$ cat src/rtl/segdem_pkg.sv
package segdem_pkg;

    // Per-node memory of which subtree is owed the next spare unit.
    typedef enum logic [1:0] {
        NODE_EVEN  = 2'd0,
        NODE_OWE_A = 2'd1,
        NODE_OWE_B = 2'd2
    } node_mode_e;

    localparam int DEF_IN_W  = 7;
    localparam int DEF_UNITS = 16;
    localparam int DEF_RATIO = 8;

endpackage

$ cat src/rtl/segdem_lfsr.sv
module segdem_lfsr #(
    parameter int          W    = 32,
    parameter logic [W-1:0] TAPS = 32'h80200003,
    parameter logic [W-1:0] SEED = 32'h1ACE5EED
) (
    input  logic         clk_i,
    input  logic         rst_ni,
    output logic [W-1:0] state_o
);

    logic [W-1:0] state_d, state_q;

    always_comb begin
        state_d = state_q >> 1;
        if (state_q[0]) begin
            state_d = state_d ^ TAPS;
        end
    end

    always_ff @(posedge clk_i or negedge rst_ni) begin
        if (!rst_ni) begin
            state_q <= SEED;
        end else begin
            state_q <= state_d;
        end
    end

    assign state_o = state_q;

endmodule

$ cat src/rtl/segdem_split.sv
module segdem_split #(
    parameter int IN_W  = 7,
    parameter int RATIO = 8,
    parameter int UNITS = 16,
    localparam int RB   = $clog2(RATIO),
    localparam int CW   = $clog2(UNITS + 1),
    localparam int SW   = IN_W + 1
) (
    input  logic            clk_i,
    input  logic            rst_ni,
    input  logic [IN_W-1:0] level_i,
    output logic [CW-1:0]   coarse_o,
    output logic [CW-1:0]   fine_o
);

    typedef struct packed {
        logic [RB-1:0] res;
    } split_state_t;

    split_state_t s_d, s_q;
    logic [SW-1:0] sum;

    always_comb begin
        s_d      = s_q;
        sum      = SW'(level_i) + SW'(s_q.res);
        coarse_o = CW'(sum >> RB);
        fine_o   = CW'(RATIO) + CW'(sum[RB-1:0]) - CW'(s_q.res);
        s_d.res  = sum[RB-1:0];
    end

    always_ff @(posedge clk_i or negedge rst_ni) begin
        if (!rst_ni) begin
            s_q <= '0;
        end else begin
            s_q <= s_d;
        end
    end

endmodule

$ cat src/rtl/segdem_node.sv
module segdem_node
    import segdem_pkg::*;
#(
    parameter int CW        = 5,
    parameter bit RANDOMIZE = 1'b1
) (
    input  logic [CW-1:0] n_i,
    input  node_mode_e    mode_i,
    input  logic          rnd_i,
    output logic [CW-1:0] a_o,
    output logic [CW-1:0] b_o,
    output node_mode_e    mode_o
);

    logic          first_pick;
    logic          give_a;
    logic          odd;
    logic [CW-1:0] half;

    generate
        if (RANDOMIZE) begin : g_rand
            assign first_pick = rnd_i;
        end else begin : g_fixed
            assign first_pick = 1'b1;
        end
    endgenerate

    always_comb begin
        half = n_i >> 1;
        odd  = n_i[0];
        unique case (mode_i)
            NODE_OWE_A: give_a = 1'b1;
            NODE_OWE_B: give_a = 1'b0;
            default:    give_a = first_pick;
        endcase
        a_o    = half + CW'(odd & give_a);
        b_o    = half + CW'(odd & ~give_a);
        mode_o = mode_i;
        if (odd) begin
            if (mode_i == NODE_EVEN) begin
                mode_o = give_a ? NODE_OWE_B : NODE_OWE_A;
            end else begin
                mode_o = NODE_EVEN;
            end
        end
    end

endmodule

$ cat src/rtl/segdem_tree.sv
module segdem_tree
    import segdem_pkg::*;
#(
    parameter int UNITS     = 16,
    parameter bit RANDOMIZE = 1'b1,
    localparam int NODES    = UNITS - 1,
    localparam int HEAP     = 2 * UNITS - 1,
    localparam int CW       = $clog2(UNITS + 1)
) (
    input  logic             clk_i,
    input  logic             rst_ni,
    input  logic [CW-1:0]    level_i,
    input  logic [NODES-1:0] rnd_i,
    output logic [UNITS-1:0] bits_o
);

    typedef struct packed {
        logic [NODES-1:0][1:0] mode;
        logic [UNITS-1:0]      bits;
    } tree_state_t;

    tree_state_t s_d, s_q;
    logic [CW-1:0] cnt [HEAP];
    node_mode_e    mode_nx [NODES];

    assign cnt[0] = level_i;

    // Heap layout: node i feeds slots 2i+1 and 2i+2; leaves sit above NODES-1.
    generate
        for (genvar i = 0; i < NODES; i++) begin : g_node
            segdem_node #(
                .CW       (CW),
                .RANDOMIZE(RANDOMIZE)
            ) node_i (
                .n_i   (cnt[i]),
                .mode_i(node_mode_e'(s_q.mode[i])),
                .rnd_i (rnd_i[i]),
                .a_o   (cnt[2*i+1]),
                .b_o   (cnt[2*i+2]),
                .mode_o(mode_nx[i])
            );
        end
    endgenerate

    always_comb begin
        s_d = s_q;
        for (int i = 0; i < NODES; i++) begin
            s_d.mode[i] = mode_nx[i];
        end
        for (int j = 0; j < UNITS; j++) begin
            s_d.bits[j] = (cnt[NODES+j] != '0);
        end
    end

    always_ff @(posedge clk_i or negedge rst_ni) begin
        if (!rst_ni) begin
            s_q <= '0;
        end else begin
            s_q <= s_d;
        end
    end

    assign bits_o = s_q.bits;

endmodule

$ cat src/rtl/segdem_encoder.sv
module segdem_encoder
    import segdem_pkg::*;
#(
    parameter int               IN_W      = DEF_IN_W,
    parameter int               UNITS     = DEF_UNITS,
    parameter int               RATIO     = DEF_RATIO,
    parameter bit               RANDOMIZE = 1'b1,
    parameter int               LFSR_W    = 32,
    parameter logic [LFSR_W-1:0] LFSR_TAPS = 32'h80200003,
    parameter logic [LFSR_W-1:0] LFSR_SEED = 32'h1ACE5EED
) (
    input  logic             clk_i,
    input  logic             rst_ni,
    input  logic [IN_W-1:0]  level_i,
    output logic [UNITS-1:0] coarse_o,
    output logic [UNITS-1:0] fine_o
);

    localparam int NODES = UNITS - 1;
    localparam int RNDS  = 2 * NODES;
    localparam int CW    = $clog2(UNITS + 1);

    logic [LFSR_W-1:0] lfsr_q;
    logic [RNDS-1:0]   rnd_all;
    logic [CW-1:0]     lvl_c;
    logic [CW-1:0]     lvl_f;

    segdem_lfsr #(
        .W   (LFSR_W),
        .TAPS(LFSR_TAPS),
        .SEED(LFSR_SEED)
    ) lfsr_i (
        .clk_i  (clk_i),
        .rst_ni (rst_ni),
        .state_o(lfsr_q)
    );

    // Fold every LFSR bit onto the node decision bits.
    always_comb begin
        rnd_all = '0;
        for (int k = 0; k < LFSR_W; k++) begin
            rnd_all[k % RNDS] = rnd_all[k % RNDS] ^ lfsr_q[k];
        end
    end

    segdem_split #(
        .IN_W (IN_W),
        .RATIO(RATIO),
        .UNITS(UNITS)
    ) split_i (
        .clk_i   (clk_i),
        .rst_ni  (rst_ni),
        .level_i (level_i),
        .coarse_o(lvl_c),
        .fine_o  (lvl_f)
    );

    segdem_tree #(
        .UNITS    (UNITS),
        .RANDOMIZE(RANDOMIZE)
    ) coarse_tree_i (
        .clk_i  (clk_i),
        .rst_ni (rst_ni),
        .level_i(lvl_c),
        .rnd_i  (rnd_all[NODES-1:0]),
        .bits_o (coarse_o)
    );

    segdem_tree #(
        .UNITS    (UNITS),
        .RANDOMIZE(RANDOMIZE)
    ) fine_tree_i (
        .clk_i  (clk_i),
        .rst_ni (rst_ni),
        .level_i(lvl_f),
        .rnd_i  (rnd_all[RNDS-1:NODES]),
        .bits_o (fine_o)
    );

endmodule

$ cat config.mk
export PLATFORM = sky130hd
export DESIGN_NAME = segdem_encoder
export DESIGN_NICKNAME = d
export VERILOG_FILES = /design/src/rtl/segdem_pkg.sv /design/src/rtl/segdem_lfsr.sv /design/src/rtl/segdem_split.sv /design/src/rtl/segdem_node.sv /design/src/rtl/segdem_tree.sv /design/src/rtl/segdem_encoder.sv
export SDC_FILE = /design/constraint.sdc
export NUM_CORES = 1
export LEC_CHECK = 0
export BUFFER_PORTS_ARGS = -buffer_cell sky130_fd_sc_hd__buf_2
export CAP_MARGIN = 30
export CORE_MARGIN = 3
export CORE_UTILIZATION = 55
export DETAILED_ROUTE_END_ITERATION = 16
export PLACE_DENSITY = 0.79
export SLEW_MARGIN = 20
export SYNTH_ARGS = -nofsm -noshare
export SYNTH_HDL_FRONTEND = slang
export SYNTH_SLANG_ARGS = --single-unit
$ cat constraint.sdc
create_clock -name clk_i -period 6 [get_ports clk_i]
set_input_delay 1.2 -clock clk_i [delete_from_list [all_inputs] [get_ports clk_i]]
set_output_delay 1.2 -clock clk_i [all_outputs]
set_load 0.01 [all_outputs]
==> flow_summary.yaml <==
run_status:
  status: "completed"
synth:
  synth_top_family_by_area: "adder cells"
  yosys_warnings: 0
  synth_edf_count: 0
  yosys.cell_types.count: 55
  synth_fa_ha_area_share_pct: 25.5
  ys_seq_elements: 127
  synth_cells: 898
  synthMuxAreaShare_pct: 5.86
  synth_top_area_share_pct: 29.9
  syn_avg_cell_area_um2: 10.1
  synth-compound-area-share_pct: 9.86
  synth_ff_type: "dfrtp_1"
  synth.yosys.seq_area_share_pct: 35.4
  synthSimpleGateAreaFrac_pct: 15.0
  yosysMostFrequentCell: "ha_1"
  synth.area.top_cells: "dfrtp_1 (30%), ha_1 (25%), mux2i_1 (5.9%)"
  synth_area_mm2: 0.00905
  synth_xor_area_share_pct: 4.54
  synth_common_cells: "ha_1 (181), dfrtp_1 (108), inv_1 (90), nand2_1 (74), o21ai_0 (63)"
  async_reset_ff_share_pct: 100
  synth.largest_area_cell: "dfrtp_1"
  synth_nets: 1090
die:
  core_mm2: 0.0160
  die_x_um: 134
  rows: 46
  initial_core_util_pct: 56.6
  die_y_um: 134
  dieArea_mm2: 0.0180
  pin_count: 41
sta:
  clock_skew_ns: 0.00770
  max_freq_mhz: 187
  fin_tns_setup_ns: 0
  rsz0062_at_grt: "no"
  worstMarginPinSlew_ns: 0.763
  hold_viol_final: 0
  holdWs_ns: 0.367
  drv_slew: 0
  fin_crit_ns: 5.33
  worst_slack_ns: 0.666
  period_share_pct: 88.9
  slew_headroom_pct: 49.2
  setup_violations: 0
global_routing:
  grt-ovfl-total: 0
  grt_usage_pct: 19.5
  grt_pass1_wl_mm: 28.8
  antenna_found_initial: 2
  grt_pass1_vias: 6382
  grt_max_degree: 84
critical_path:
  worstPathMaxFanout: 5
  path_common_cell: "ha_1"
  cp-start-kind: "input pin"
  rrSetupSlack_ns: 1.19
  reg2reg_from: "split_i.s_q[0]"
  path_class: "in2reg"
  crit_buf_inv: 1
  cp-end-kind: "register"
  path_cells: "buf_2, ha_1, fa_1, a21o_1, nand2_1, xor2_2, nor3_1, ha_1, xnor3_1, ha_1, ha_1, ha_1, xor2_1, ha_1, or4b_2, a21oi_1, mux2i_1"
  crit_family: "adder cells"
  reg2reg_depth: 16
  critPathRequiredTime_ns: 6.29
  slowest_stage: "or4b_2"
  r2r-end: "coarse_tree_i.bits_o[6]"
  cpPeakStageDelay_ns: 0.67
  arrival_ns: 5.62
final_layout:
  utilization_pct: 63.3
  final_nets: 1150
  fillers: 1328
  drive_above_1_share_pct: 11.7
  area_delta_synth_final_pct: 12.0
  n_antenna_cell: 0
clock_network:
  clockBufferDepth: 2
  clk_latency_ns: 0.42
  cts_tree: "done"
  cts_buffers: 17
  holdBufCountCts: 0
  postCtsSetupBuffers: 0
  cts_max_level: 4
  clockRootBuffer: "clkbuf_16"
  cts.clk_slew.worst_paths_ns: 0.05
  cts_sinks: 127
  cts-resized-gates: 0
drt:
  drt-pass1-iter-count: 4
  drtIter0Drc: 232
  routed_wl_mm: 16.4
  via_per_inst: 5.37
  ant_nets: 0
  wire_per_inst_um: 13.8
  num_vias: 6369
  drc: 0
placement:
  hpwl_mm: 12.1
  place_ws_ns: 0.248
  place_congestion: 0.818
  io_buffer_count: 40
min_path:
  hold_class: "reg2reg"
  min_path_cells: 0
  min_to: "lfsr_i.state_o[11]"
  min-delay-start: "lfsr_i.state_o[12]"
job:
  cap_violations: 0
layer usage:
layer  up-vias  routed length [µm]  global-route usage [%]  part of all wire (%)
met5         -                  22                       0                  0.13
met4         4                 284                    6.62                   1.7
met3        33                 510                    4.61                   3.1
met2        78                8180                    34.6                    50
met1      2983                7410                    23.4                    45
li1       3271                   -                       -                     -
kinds of logic (layout without fill, tap and decap cells):
group / Yosys count / after routing
buffers and inverters: 94 / 167
xor gates and xnor gates: 42 / 42
DFF: 127 / 127
and+or+nand+nor: 262 / 262
muxes: 53 / 53
AOI/OAI and AO/OA: 137 / 137
adders and majority gates: 183 / 183
cell usage in the layout (no fill, tap or decap), types with 14 or more instances in the layout:
cell type,synthesis,routed
and2_1,27,27
o22ai_1,25,25
o21ai_0,63,63
xor2_1,14,14
nand3_1,37,37
nor2b_1,30,30
xnor2_1,24,24
dfrtp_1,108,108
clkbuf_16,0,17
nor2_1,38,38
dfstp_2,19,19
ha_1,181,181
mux2i_1,53,53
buf_2,1,39
inv_1,90,90
nand2_1,74,74
how the worst max path moves through the flow:
stage | from | to | cells past startpoint
after floorplan | level_i[0] | coarse_tree_i.bits_o[6] | 16
after global placement | level_i[0] | coarse_tree_i.bits_o[6] | 17
after detailed placement | level_i[0] | coarse_tree_i.bits_o[6] | 17
after CTS | level_i[0] | coarse_tree_i.bits_o[6] | 17
after global routing | level_i[2] | coarse_tree_i.bits_o[6] | 16
final | level_i[0] | coarse_tree_i.bits_o[6] | 17
state kept, by name, indices dropped and copies added, names as in the netlist:
| register | cells |
|---|---|
| lfsr_i.state_o | 32 |
| coarse_tree_i.s_q | 30 |
| fine_tree_i.bits_o | 16 |
| coarse_tree_i.bits_o | 16 |
| fine_tree_i.s_q | 30 |
| split_i.s_q | 3 |
stage by stage:
stage | instance area [µm²] | std cells
floorplan | 9050 | 898
global placement | 9550 | 1155
detailed placement | 9550 | 1155
CTS | 10100 | 1187
global route | 10100 | 1187
finish | 10100 | 1187
cell type report:
cell class	instances	area, µm²	share of cell area, %
Inverter	90	338	3.33
Tap cell	216	270	2.67
Multi-Input combinational cell	677	5490	54.2
Sequential cell	127	3200	31.6
Timing Repair Buffer	45	244	2.41
Clock inverter	6	80.1	0.790
Clock buffer	26	509	5.02
Power is left out: the tool's default activity adds up to more than one toggle a clock period on the data nets, which glitch-free logic cannot reach.
